===== src/rtl/txck_pkg.sv =====
package txck_pkg;

  localparam int DIV_W = 4;

  typedef struct packed {
    logic             sync_on;
    logic             hck_dir;
    logic             fs_dir;
    logic             bck_dir;
    logic             hck_pol;
    logic             fs_pol;
    logic             bck_pol;
    logic [DIV_W-1:0] div_code;
  } txck_cfg_t;

  localparam int CFG_W = $bits(txck_cfg_t);

endpackage


===== src/rtl/txck_hf_div.sv =====
module txck_hf_div #(
  parameter int DIV_W = 4
) (
  input  logic             clk,
  input  logic             rst_n,
  input  logic [DIV_W-1:0] div_cfg,
  output logic             lvl,
  output logic             rise,
  output logic             fall,
  output logic             bypass
);

  logic [DIV_W-1:0] cnt_q, cnt_d;
  logic [DIV_W-1:0] act_q, act_d;
  logic             lvl_q, lvl_d;
  logic [DIV_W:0]   ratio;
  logic [DIV_W-1:0] half_m1;
  logic             term;

  always_comb begin
    ratio   = {1'b0, act_q} + 1'b1;
    half_m1 = ratio[DIV_W:1] - 1'b1;
    bypass  = (act_q == '0);
    term    = (cnt_q == act_q);
    rise    = term;
    fall    = bypass | (cnt_q == half_m1);
    cnt_d   = term ? '0 : cnt_q + 1'b1;
    // the new code is adopted only at terminal count
    act_d   = term ? div_cfg : act_q;
    lvl_d   = lvl_q;
    if (term)      lvl_d = 1'b1;
    else if (fall) lvl_d = 1'b0;
  end

  always_ff @(posedge clk or negedge rst_n) begin
    if (!rst_n) begin
      cnt_q <= '0;
      act_q <= '0;
      lvl_q <= 1'b0;
    end else begin
      cnt_q <= cnt_d;
      act_q <= act_d;
      lvl_q <= lvl_d;
    end
  end

  assign lvl = lvl_q;

endmodule


===== src/rtl/txck_edge.sv =====
module txck_edge (
  input  logic clk,
  input  logic rst_n,
  input  logic pin,
  output logic rise,
  output logic fall
);

  logic prev_q;

  always_ff @(posedge clk or negedge rst_n) begin
    if (!rst_n) prev_q <= 1'b0;
    else        prev_q <= pin;
  end

  assign rise = pin & ~prev_q;
  assign fall = ~pin & prev_q;

endmodule


===== src/rtl/txck_shift.sv =====
module txck_shift #(
  parameter int WORD_W = 8
) (
  input  logic              clk,
  input  logic              rst_n,
  input  logic              drive,
  input  logic              sample,
  input  logic              fs_out_mode,
  input  logic              fs_in_act,
  input  logic [WORD_W-1:0] word,
  output logic              sd,
  output logic              fs_act,
  output logic              ack
);

  localparam int CW = (WORD_W > 1) ? $clog2(WORD_W) : 1;
  localparam logic [CW-1:0] LAST = CW'(WORD_W - 1);

  logic [WORD_W-1:0] sh_q, sh_d;
  logic [CW-1:0]     cnt_q, cnt_d;
  logic              fs_q, fs_d;
  logic              pend_q, pend_d;
  logic              ack_q, ack_d;
  logic              start;

  always_comb begin
    start  = fs_out_mode ? (cnt_q == LAST) : pend_q;
    sh_d   = sh_q;
    cnt_d  = cnt_q;
    fs_d   = fs_q;
    ack_d  = 1'b0;
    pend_d = pend_q;
    if (drive) begin
      pend_d = 1'b0;
      if (start) begin
        sh_d  = word;
        cnt_d = '0;
        fs_d  = 1'b1;
        ack_d = 1'b1;
      end else begin
        sh_d  = {sh_q[WORD_W-2:0], 1'b0};
        cnt_d = (cnt_q == LAST) ? cnt_q : cnt_q + 1'b1;
        fs_d  = 1'b0;
      end
    end else if (sample && fs_in_act && !fs_out_mode) begin
      pend_d = 1'b1;
    end
  end

  always_ff @(posedge clk or negedge rst_n) begin
    if (!rst_n) begin
      sh_q   <= '0;
      cnt_q  <= LAST;
      fs_q   <= 1'b0;
      pend_q <= 1'b0;
      ack_q  <= 1'b0;
    end else begin
      sh_q   <= sh_d;
      cnt_q  <= cnt_d;
      fs_q   <= fs_d;
      pend_q <= pend_d;
      ack_q  <= ack_d;
    end
  end

  assign sd     = sh_q[WORD_W-1];
  assign fs_act = fs_q;
  assign ack    = ack_q;

endmodule


===== src/rtl/txck_front.sv =====
module txck_front
  import txck_pkg::*;
#(
  parameter int WORD_W = 8
) (
  input  logic              clk,
  input  logic              rst_n,
  input  logic              ctl_we,
  input  logic [CFG_W-1:0]  ctl_wdata,
  input  logic [WORD_W-1:0] tx_word,
  output logic              word_ack,
  output logic              sd_o,
  input  logic              hck_i,
  output logic              hck_o,
  output logic              hck_oe,
  input  logic              bck_i,
  output logic              bck_o,
  output logic              bck_oe,
  input  logic              fs_i,
  output logic              fs_o,
  output logic              fs_oe,
  output logic              rx_stb
);

  // reset: asserted at once, released through two flops
  logic rs1_q, rs2_q, rst_int;
  always_ff @(posedge clk or negedge rst_n) begin
    if (!rst_n) begin
      rs1_q <= 1'b0;
      rs2_q <= 1'b0;
    end else begin
      rs1_q <= 1'b1;
      rs2_q <= rs1_q;
    end
  end
  assign rst_int = rs2_q;

  txck_cfg_t cfg_q, cfg_d;
  always_comb cfg_d = ctl_we ? txck_cfg_t'(ctl_wdata) : cfg_q;
  always_ff @(posedge clk or negedge rst_int) begin
    if (!rst_int) cfg_q <= '0;
    else          cfg_q <= cfg_d;
  end

  logic div_lvl, div_rise, div_fall, div_byp;
  txck_hf_div #(.DIV_W(DIV_W)) u_div (
    .clk(clk), .rst_n(rst_int), .div_cfg(cfg_q.div_code),
    .lvl(div_lvl), .rise(div_rise), .fall(div_fall), .bypass(div_byp)
  );

  logic xh_rise, xh_fall, xb_rise, xb_fall;
  txck_edge u_hck_edge (
    .clk(clk), .rst_n(rst_int), .pin(hck_i), .rise(xh_rise), .fall(xh_fall)
  );
  txck_edge u_bck_edge (
    .clk(clk), .rst_n(rst_int), .pin(bck_i), .rise(xb_rise), .fall(xb_fall)
  );

  logic hf_rise, hf_fall, hf_step;
  logic bck_q, bck_d;
  logic b_rise, b_fall, tx_drive, tx_sample;
  logic rx_q, rx_d;

  always_comb begin
    hf_rise   = cfg_q.hck_dir ? div_rise : xh_rise;
    hf_fall   = cfg_q.hck_dir ? div_fall : xh_fall;
    hf_step   = cfg_q.hck_pol ? hf_fall : hf_rise;
    bck_d     = hf_step ? ~bck_q : bck_q;
    b_rise    = cfg_q.bck_dir ? (hf_step & ~bck_q) : xb_rise;
    b_fall    = cfg_q.bck_dir ? (hf_step &  bck_q) : xb_fall;
    tx_drive  = cfg_q.bck_pol ? b_fall : b_rise;
    tx_sample = cfg_q.bck_pol ? b_rise : b_fall;
    rx_d      = cfg_q.sync_on & tx_sample;
  end

  always_ff @(posedge clk or negedge rst_int) begin
    if (!rst_int) begin
      bck_q <= 1'b0;
      rx_q  <= 1'b0;
    end else begin
      bck_q <= bck_d;
      rx_q  <= rx_d;
    end
  end

  logic fs_act;
  txck_shift #(.WORD_W(WORD_W)) u_shift (
    .clk(clk), .rst_n(rst_int), .drive(tx_drive), .sample(tx_sample),
    .fs_out_mode(cfg_q.fs_dir), .fs_in_act(fs_i ^ cfg_q.fs_pol),
    .word(tx_word), .sd(sd_o), .fs_act(fs_act), .ack(word_ack)
  );

  assign hck_o  = div_byp ? clk : div_lvl;
  assign hck_oe = cfg_q.hck_dir;
  assign bck_o  = bck_q;
  assign bck_oe = cfg_q.bck_dir;
  assign fs_o   = fs_act ^ cfg_q.fs_pol;
  assign fs_oe  = cfg_q.fs_dir;
  assign rx_stb = rx_q;

endmodule


===== config.mk =====
export PLATFORM = sky130hd
export DESIGN_NAME = txck_front
export DESIGN_NICKNAME = d
export VERILOG_FILES = /design/src/rtl/txck_pkg.sv /design/src/rtl/txck_hf_div.sv /design/src/rtl/txck_edge.sv /design/src/rtl/txck_shift.sv /design/src/rtl/txck_front.sv
export SDC_FILE = /design/constraint.sdc
export NUM_CORES = 1
export LEC_CHECK = 0
export CORE_MARGIN = 3
export CORE_UTILIZATION = 35
export CTS_CLUSTER_DIAMETER = 200
export CTS_CLUSTER_SIZE = 14
export DETAILED_ROUTE_END_ITERATION = 8
export PLACE_DENSITY = 0.61
export SYNTH_ARGS = -nofsm -noshare
export SYNTH_HDL_FRONTEND = slang
export SYNTH_HIERARCHICAL = 1
export SYNTH_SLANG_ARGS = --single-unit

===== constraint.sdc =====
create_clock -name clk -period 1.34 [get_ports clk]
set_input_delay 0.134 -clock clk [delete_from_list [all_inputs] [get_ports clk]]
set_output_delay 0.134 -clock clk [all_outputs]
set_load 0.01 [all_outputs]

==> results.toml, run 1 <==
[die]
core_um2 = 5340
die-area_um2 = 6670
start_util_pct = 37.6
die_x_um = 81.7
chipHeight_um = 81.7
ios = 34
rows = 26

[global_route]
grt_pass1_wl_um = 7070
overflow = 0
track_usage_pct = 14.2
grt_pass1_vias = 1564
grt_antenna_before_repair = 0
grt_start_max_net_pins = 39

[cells_and_area]
layout-drive-gt1-share_pct = 40.4
areaGrowthSynthToFinish_pct = 49.3
antenna_cells = 0
final_util_pct = 56.1
nNetsFinal = 281
mostFrequentLayoutCells = "dfrtp_1 (33), buf_4 (29), clkdlybuf4s50_1 (24)"
final_common_cell = "dfrtp_1"
layout.cells.non_filler = 320

[power_and_ir_drop]
switching_share_pct = 34.9
totalPowerFinal_uw = 6830
p_clk_share_pct = 16.9
pwr-share-seq_pct = 29.0
combPwrFrac_pct = 54.1
power_density_nw_per_um2 = 2280
p_int_uw = 4440
p_leak_uw = 0.00140
switching_power_uw = 2380
ir_drop_v = 0.00152

[status]
violations = "setup timing"
status = "finished, violations left"

[worst_setup_path]
worstPathArrival_ns = 3.00
r2r_cells = 11
critPathLaunchType = "register"
crit_start = "u_div/act_q[0]"
crit_required_ns = 1.63
critPathCaptureType = "register"
critPathKind = "reg2reg"
reg2reg_setup_slack_ns = -1.37
critical_path.max_fanout = 3
worstReg2RegStart = "u_div/act_q[0]"
timing.rr.end = "u_shift/pend_q"

[timing]
rsz0062_at_grt = "true"
tightest_slew_ns = 0.623
fmax_mhz = 369
report.final.slew_viol_count = 0
fin_crit_sh_pct = 202
period_minus_slack_ns = 2.71
skew_ns = 0.00845
hold_viol = 0
setup_slack_ns = -1.37
setup_viol = 26
slew-limit-headroom_pct = 58.1

[synthesis]
yosysSeqAreaShare_pct = 50.1
synth_top_area_cell = "dfrtp_1"
synth_ff_type = "dfrtp_1"
synth_cell_types = 35
syn_avg_cell_area_um2 = 11.8
synth-async-reset-ratio_pct = 100
syn_area_um2 = 2000
synthCells = 170
syn-num-nets = 202
synth-seq-cells = 40
synth-edff-count = 0
ys_warn_count = 6
synth_top_area_share_pct = 46.2
synthTopCellsByArea = "dfrtp_1 (46%), mux2_2 (7.9%), mux2i_1 (6.5%)"

[detailed_routing]
firstDrtPassIters = 4
wl_um = 4120
dr_total_vias = 1460
antenna_left = 0
via_per_inst = 4.56
drt_iter0_drc = 49
drc_errors = 0
wl_per_cell_um = 12.9

[placed_design]
dpl_worst_slack_ns = -1.33
dp_hpwl_um = 2610
dp_cells = 292
gp_congestion = 0.788
numPortBuffers = 33

[job]
drv_cap = 0

[clock_tree]
clk_pin_slew_worst_paths_ns = 0.08
cts_tree = "done"
clk_latency_ns = 0.40

[worst_hold_path]
hold_path_class = "reg2async"
-- worst max path at each step --
stage,to,cells after the start
floorplan,u_shift/pend_q,12
global placement,u_shift/pend_q,11
detailed placement,u_shift/pend_q,11
CTS,u_shift/pend_q,11
global route,u_shift/pend_q,12
finish,u_shift/pend_q,11
-- worst max-delay path, cell delays in order (launching register included) --
cell	delay, ns
dfrtp_2	0.44
ha_4	0.20
xnor2_4	0.18
ha_4	0.16
xnor3_1	0.21
xnor2_1	0.16
a31o_1	0.18
mux4_2	0.48
and3b_1	0.20
or2_1	0.21
a31oi_1	0.14
nor2_1	0.05
-- area by class of cell --
cell class                      count  area, um2
Clock buffer                       11        139
Clock inverter                      1       7.51
Fill cell                         474       2340
Inverter                           10       37.5
Multi-Input combinational cell    113       1020
Sequential cell                    40       1010
Tap cell                           70       87.6
Timing Repair Buffer               75        696
-- power groups by stage --
stage / sequential, uW / combinational, uW / clock (uW)
CTS: 1990 / 3530 / 1190
global route: 2040 / 4080 / 1260
global placement: 1960 / 3010 / 68.7
floorplan: 1980 / 1990 / 33.4
detailed placement: 1970 / 3050 / 68.7
finish: 1980 / 3690 / 1150
-- per-layer routing --
layer	vias to the layer above	GRT usage (%)	routed length (um)	share of wire, %
met5	-	0	0	0
li1	730	-	-	-
met1	687	16.6	1740	42
met4	0	6.98	62	1.5
met2	35	23.6	2070	50
met3	8	4.50	247	6.0
-- Yosys cell counts, types with 2 or more instances --
library cell	count
a21oi_1	8
xor2_1	9
and3b_1	3
a21oi_2	2
buf_2	2
nor2_1	15
ha_1	7
nand2_1	7
and2b_2	3
o21ai_0	3
buf_4	2
nand3_1	4
mux2i_1	13
mux2_2	14
nor2b_1	3
a31oi_1	2
dfrtp_1	37
clkbuf_1	2
dfstp_2	3
inv_1	10
xnor2_1	7
-- flip-flops by register name, summed over array words and instances, names as in the netlist, 3 cells and up --
register and cells:
u_div/act_q 4, cfg_q 8, u_shift/cnt_q 3, u_shift/sh_q 8, u_div/cnt_q 4
-- cell families after synthesis --
logic type / count (synthesis) / synth area share [%]
XOR/XNOR: 17 / 8.12
other: 1 / 0.187
AO/OA/AOI/OAI: 20 / 6.24
flip-flops: 40 / 50.1
multiplexers: 29 / 16.2
AND/OR/NAND/NOR: 39 / 10.7
adder cells (fa/ha/maj): 7 / 4.37
buffers and inverters: 17 / 4.06
-- metrics by stage --
stage | TNS (ns) | hold slack (ns) | instance area, um2
floorplan | -19.37 | -0.162 | 2040
global placement | -22.06 | 0.240 | 2640
detailed placement | -22.90 | 0.244 | 2640
CTS | -24.15 | 0.213 | 2980
global route | -27.93 | 0.223 | 2990
finish | -24.85 | 0.235 | 2990
-- timing repair --
action	CTS	global route
buffers inserted	16	8
pin swaps	4	5
hold buffers	1	0
endpoints found under the setup margin	34	30
resized for setup	37	16
hold endpoints to repair	2	0
(Power assumes the default switching activity.)
==> inputs of run 2 (changes only) <==
- SKIP_LAST_GASP: unset -> 1
==> results.toml, run 2 (synthesized netlist as in run 1, its figures left out) <==
[status]
status = "finished, violations left"
violations = "setup timing"

[cells_and_area]
nNetsFinal = 281
areaGrowthSynthToFinish_pct = 48.6
antenna_cells = 0
final_common_cell = "dfrtp_1"
top_regs = "cfg_q x8, u_shift/sh_q x8"
layout.cells.non_filler = 320
layout-drive-gt1-share_pct = 40.0
mostFrequentLayoutCells = "dfrtp_1 (33), buf_4 (30), clkdlybuf4s50_1 (24)"
final_util_pct = 55.8

[placed_design]
gp_congestion = 0.788
dp_cells = 292
numPortBuffers = 33
dp_hpwl_um = 2610

[timing]
fin_hold_ws_ns = 0.236
fin_crit_sh_pct = 202
setup_slack_ns = -1.37
slew-limit-headroom_pct = 58.1
rsz0062_at_grt = "true"
report.final.slew_viol_count = 0
hold_viol = 0
skew_ns = 0.00643
setup_viol = 26
fmax_mhz = 369
period_minus_slack_ns = 2.71
tightest_slew_ns = 0.623

[global_route]
grt_antenna_before_repair = 0
grt_pass1_wl_um = 6970
track_usage_pct = 14.0
overflow = 0
grt_start_max_net_pins = 39
grt_pass1_vias = 1590

[power_and_ir_drop]
p_clk_share_pct = 16.9
switching_share_pct = 34.9
power_density_nw_per_um2 = 2280
ir_drop_v = 0.00154
combPwrFrac_pct = 53.9
p_leak_uw = 0.00139
switching_power_uw = 2370
p_int_uw = 4410
pwr-share-seq_pct = 29.2

[worst_setup_path]
crit_buf_inv = 0
r2r_cells = 11
cp_common_cell = "ha_4"
critPathKind = "reg2reg"
crit_required_ns = 1.63
worstPathArrival_ns = 3.00
path_delay_family = "XOR/XNOR gates"
critical_path.max_fanout = 3
timing.rr.end = "u_shift/pend_q"
worstReg2RegStart = "u_div/act_q[0]"
cp_cell_sequence = "ha_4 > xnor2_4 > ha_4 > xnor3_1 > xnor2_1 > a31o_1 > mux4_2 > and3b_1 > or2_1 > a31oi_1 > nor2_1"
crit_slowest_cell = "mux4_2"
max_stage_delay_ns = 0.48
reg2reg_setup_slack_ns = -1.37
critPathLaunchType = "register"
critPathCaptureType = "register"

[detailed_routing]
antenna_left = 0
drt_iter0_drc = 53
drt-met1-wl_um = 1700
top_layer = "met4"
wl_met3_um = 226
wl_um = 4140
wl_met2_um = 2180
firstDrtPassIters = 4
via_per_inst = 4.63
dr_total_vias = 1481
wl_per_cell_um = 12.9
drc_errors = 0

[die]
chipHeight_um = 81.7
core_um2 = 5340
ios = 34
die_x_um = 81.7
start_util_pct = 37.6
die-area_um2 = 6670
rows = 26

[worst_hold_path]
hold_path_class = "reg2async"

[clock_tree]
cts_tree = "done"
clk_latency_ns = 0.39
clk_pin_slew_worst_paths_ns = 0.08

[job]
drv_cap = 0
run 2: cell count changes in the layout (fill, tap and decap cells not counted):
cell,delta
o21ai_0,+2
o21ai_1,-2
buf_4,+1
buf_6,-1
mux2_2,+1
mux2_4,-1
xor2_1,+1
xor2_2,-1
run 2: final cells by class:
type / instances / area [um2]
clock inverters: 1 / 7.51
fillers: 486 / 2360
multi-input cells: 113 / 1000
well taps: 70 / 87.6
flip-flops and latches: 40 / 1010
inverters: 10 / 37.5
clock buffers: 11 / 139
repair buffers: 75 / 692
run 2: worst max path at each step:
stage                        start              to  slack, ns  cells after the start
global placement    u_div/act_q[0]  u_shift/pend_q      -1.31                     11
detailed placement  u_div/act_q[0]  u_shift/pend_q      -1.33                     11
global route        u_div/act_q[0]  u_shift/pend_q      -1.50                     11
CTS                 u_div/act_q[1]  u_shift/pend_q      -1.32                     11
finish              u_div/act_q[0]  u_shift/pend_q      -1.37                     11
floorplan           u_div/act_q[1]  u_shift/pend_q      -1.27                     12
run 2: what timing repair did:
item / 4_1_cts / 5_1_grt
hold buffers: 1 / 0
pin swaps: 4 / 4
gates resized for setup: 32 / 14
endpoints found under the setup margin: 34 / 30
hold endpoints to repair: 2 / 0
setup buffers: 16 / 6
run 2: power by group through the flow:
stage,combinational (uW),clock (uW),sequential (uW)
CTS,3490,1180,1980
detailed placement,3050,68.7,1970
global placement,3010,68.7,1960
finish,3650,1140,1980
floorplan,1990,33.4,1980
global route,4010,1260,2030
run 2: per-stage QoR:
stage	TNS, ns	instance area, um2	total power, uW	worst slack [ns]
2_1_floorplan	-19.37	2040	4000	-1.27
3_3_place_gp	-22.06	2640	5040	-1.31
3_5_place_dp	-22.90	2640	5090	-1.33
4_1_cts	-24.33	2960	6650	-1.32
5_1_grt	-27.86	2980	7310	-1.50
6_report	-24.93	2980	6780	-1.37
run 2: worst reg2reg max path, stage by stage, from the launching register on:
cell and delay, ns:
dfrtp_2 0.44, ha_4 0.20, xnor2_4 0.17, ha_4 0.16
xnor3_1 0.21, xnor2_1 0.16, a31o_1 0.18, mux4_2 0.48
and3b_1 0.20, or2_1 0.21, a31oi_1 0.14, nor2_1 0.05
run 2: per-layer routing:
layer | track usage [%] | vias to the layer above
met5 | 0 | -
met4 | 6.48 | 0
li1 | - | 735
met2 | 24.2 | 35
met3 | 4.28 | 3
met1 | 15.8 | 708
==> inputs of run 3 (changes only) <==
- CTS_BUF_LIST: unset -> sky130_fd_sc_hd__clkbuf_2 sky130_fd_sc_hd__clkbuf_4 sky130_fd_sc_hd__clkbuf_8
==> results.toml, run 3 (synthesized netlist as in run 1, its figures left out) <==
[timing]
setup_slack_ns = -1.37
hold_viol = 0
rsz0062_at_grt = "true"
fin_crit_sh_pct = 202
fmax_mhz = 369
report.final.slew_viol_count = 0
tightest_slew_ns = 0.616
setup_viol = 26
slew-limit-headroom_pct = 58.6
period_minus_slack_ns = 2.71
skew_ns = 0.00513

[worst_setup_path]
critPathKind = "reg2reg"
cp_common_cell = "ha_4"
path_delay_family = "XOR/XNOR gates"
max_stage_delay_ns = 0.48
critical_path.max_fanout = 3
cp_cell_sequence = "ha_4 > xnor2_4 > ha_4 > xnor3_1 > xnor2_1 > a31o_1 > mux4_2 > and3b_1 > or2_1 > a31oi_1 > nor2_1"
crit_required_ns = 1.63
worstReg2RegStart = "u_div/act_q[0]"
crit_slowest_cell = "mux4_2"
critPathLaunchType = "register"
worstPathArrival_ns = 3.00
crit_start = "u_div/act_q[0]"
critPathCaptureType = "register"
crit_buf_inv = 0
r2r_cells = 11
cp.depth = 11

[detailed_routing]
firstDrtPassIters = 4
antenna_left = 0
drt_iter0_drc = 50
via_per_inst = 4.62
drc_errors = 0
dr_total_vias = 1477
wl_per_cell_um = 12.8
wl_um = 4100

[die]
die_x_um = 81.7
core_um2 = 5340
ios = 34
rows = 26
die-area_um2 = 6670
start_util_pct = 37.6
chipHeight_um = 81.7

[global_route]
track_usage_pct = 13.8
grt_antenna_before_repair = 0
grt_pass1_vias = 1586
grt_start_max_net_pins = 39
grt_pass1_wl_um = 6910
overflow = 0

[placed_design]
place_area_um2 = 2640
dp_hpwl_um = 2610
numPortBuffers = 33
dp_cells = 292
gp_congestion = 0.788

[power_and_ir_drop]
power_density_nw_per_um2 = 2280
ir_drop_v = 0.00154
p_leak_uw = 0.00140

[cells_and_area]
nNetsFinal = 281
mostFrequentLayoutCells = "dfrtp_1 (33), buf_4 (30), clkdlybuf4s50_1 (24)"
layout.cells.non_filler = 320
final_common_cell = "dfrtp_1"
areaGrowthSynthToFinish_pct = 48.8
layout-drive-gt1-share_pct = 40.4
antenna_cells = 0
top_regs = "cfg_q x8, u_shift/sh_q x8"
post-route-cell-area_um2 = 2980
num-fill-cells = 486

[job]
drv_cap = 0

[clock_tree]
cts_tree = "done"
clk_latency_ns = 0.39
clk_pin_slew_worst_paths_ns = 0.08

[status]
status = "finished, violations left"
violations = "setup timing"

[worst_hold_path]
hold_path_class = "reg2async"
==> run 3: where the power goes <==
part           internal, uW  switching [uW]  total [uW]
registers              1650             327        1980
clock network           693             472        1160
logic                  2090            1560        3650
total                  4430            2360        6790
==> run 3: area by class of cell <==
type                       count  area [um2]  share of cell area [%]
multi-input combinational    113        1000                    33.7
timing repair buffer          75         692                    23.2
clock buffer                  11         143                    4.78
clock inverter                 1        7.51                   0.252
sequential                    40        1010                    33.9
tap                           70        87.6                    2.94
inverter                      10        37.5                    1.26
==> run 3: worst register-to-register path, stage by stage (launching register included) <==
cell	delay, ns
dfrtp_2	0.44
ha_4	0.20
xnor2_4	0.17
ha_4	0.16
xnor3_1	0.21
xnor2_1	0.16
a31o_1	0.18
mux4_2	0.48
and3b_1	0.20
or2_1	0.21
a31oi_1	0.14
nor2_1	0.05
==> run 3: repair_timing <==
| item | CTS | global route |
|---|---|---|
| pin swaps | 4 | 4 |
| hold endpoints to repair | 2 | 0 |
| hold buffers | 1 | 0 |
| endpoints found under the setup margin | 34 | 30 |
| buffers inserted | 16 | 6 |
| resized for setup | 32 | 14 |
==> run 3: final timing paths <==
| kind | end | slack (ns) |
|---|---|---|
| max in group asynchronous | rs2_q | 0.79 |
| max reg2reg | u_shift/pend_q | -1.37 |
| max | u_shift/pend_q | -1.37 |
| min reg2reg | u_hck_edge/prev_q | 0.24 |
| min | u_hck_edge/prev_q | 0.24 |
| min in group clk | u_bck_edge/prev_q | 0.24 |
==> run 3: per-layer routing <==
layer	vias to the layer above	GRT usage (%)	share of wire (%)
met4	0	6.48	0.68
met2	33	23.8	52
li1	734	-	-
met5	-	0	0
met1	707	15.6	42
met3	3	4.28	5.4
==> run 3: per-stage QoR <==
step	total power, uW	utilization, %	TNS [ns]	setup WS [ns]	hold WS [ns]
floorplan	4000	-	-19.37	-1.27	-0.162
global placement	5040	49.6	-22.06	-1.31	0.240
detailed placement	5090	49.6	-22.90	-1.33	0.244
CTS	6660	55.6	-24.33	-1.32	0.213
global route	7320	55.9	-27.84	-1.50	0.224
finish	6790	55.9	-24.96	-1.37	0.236
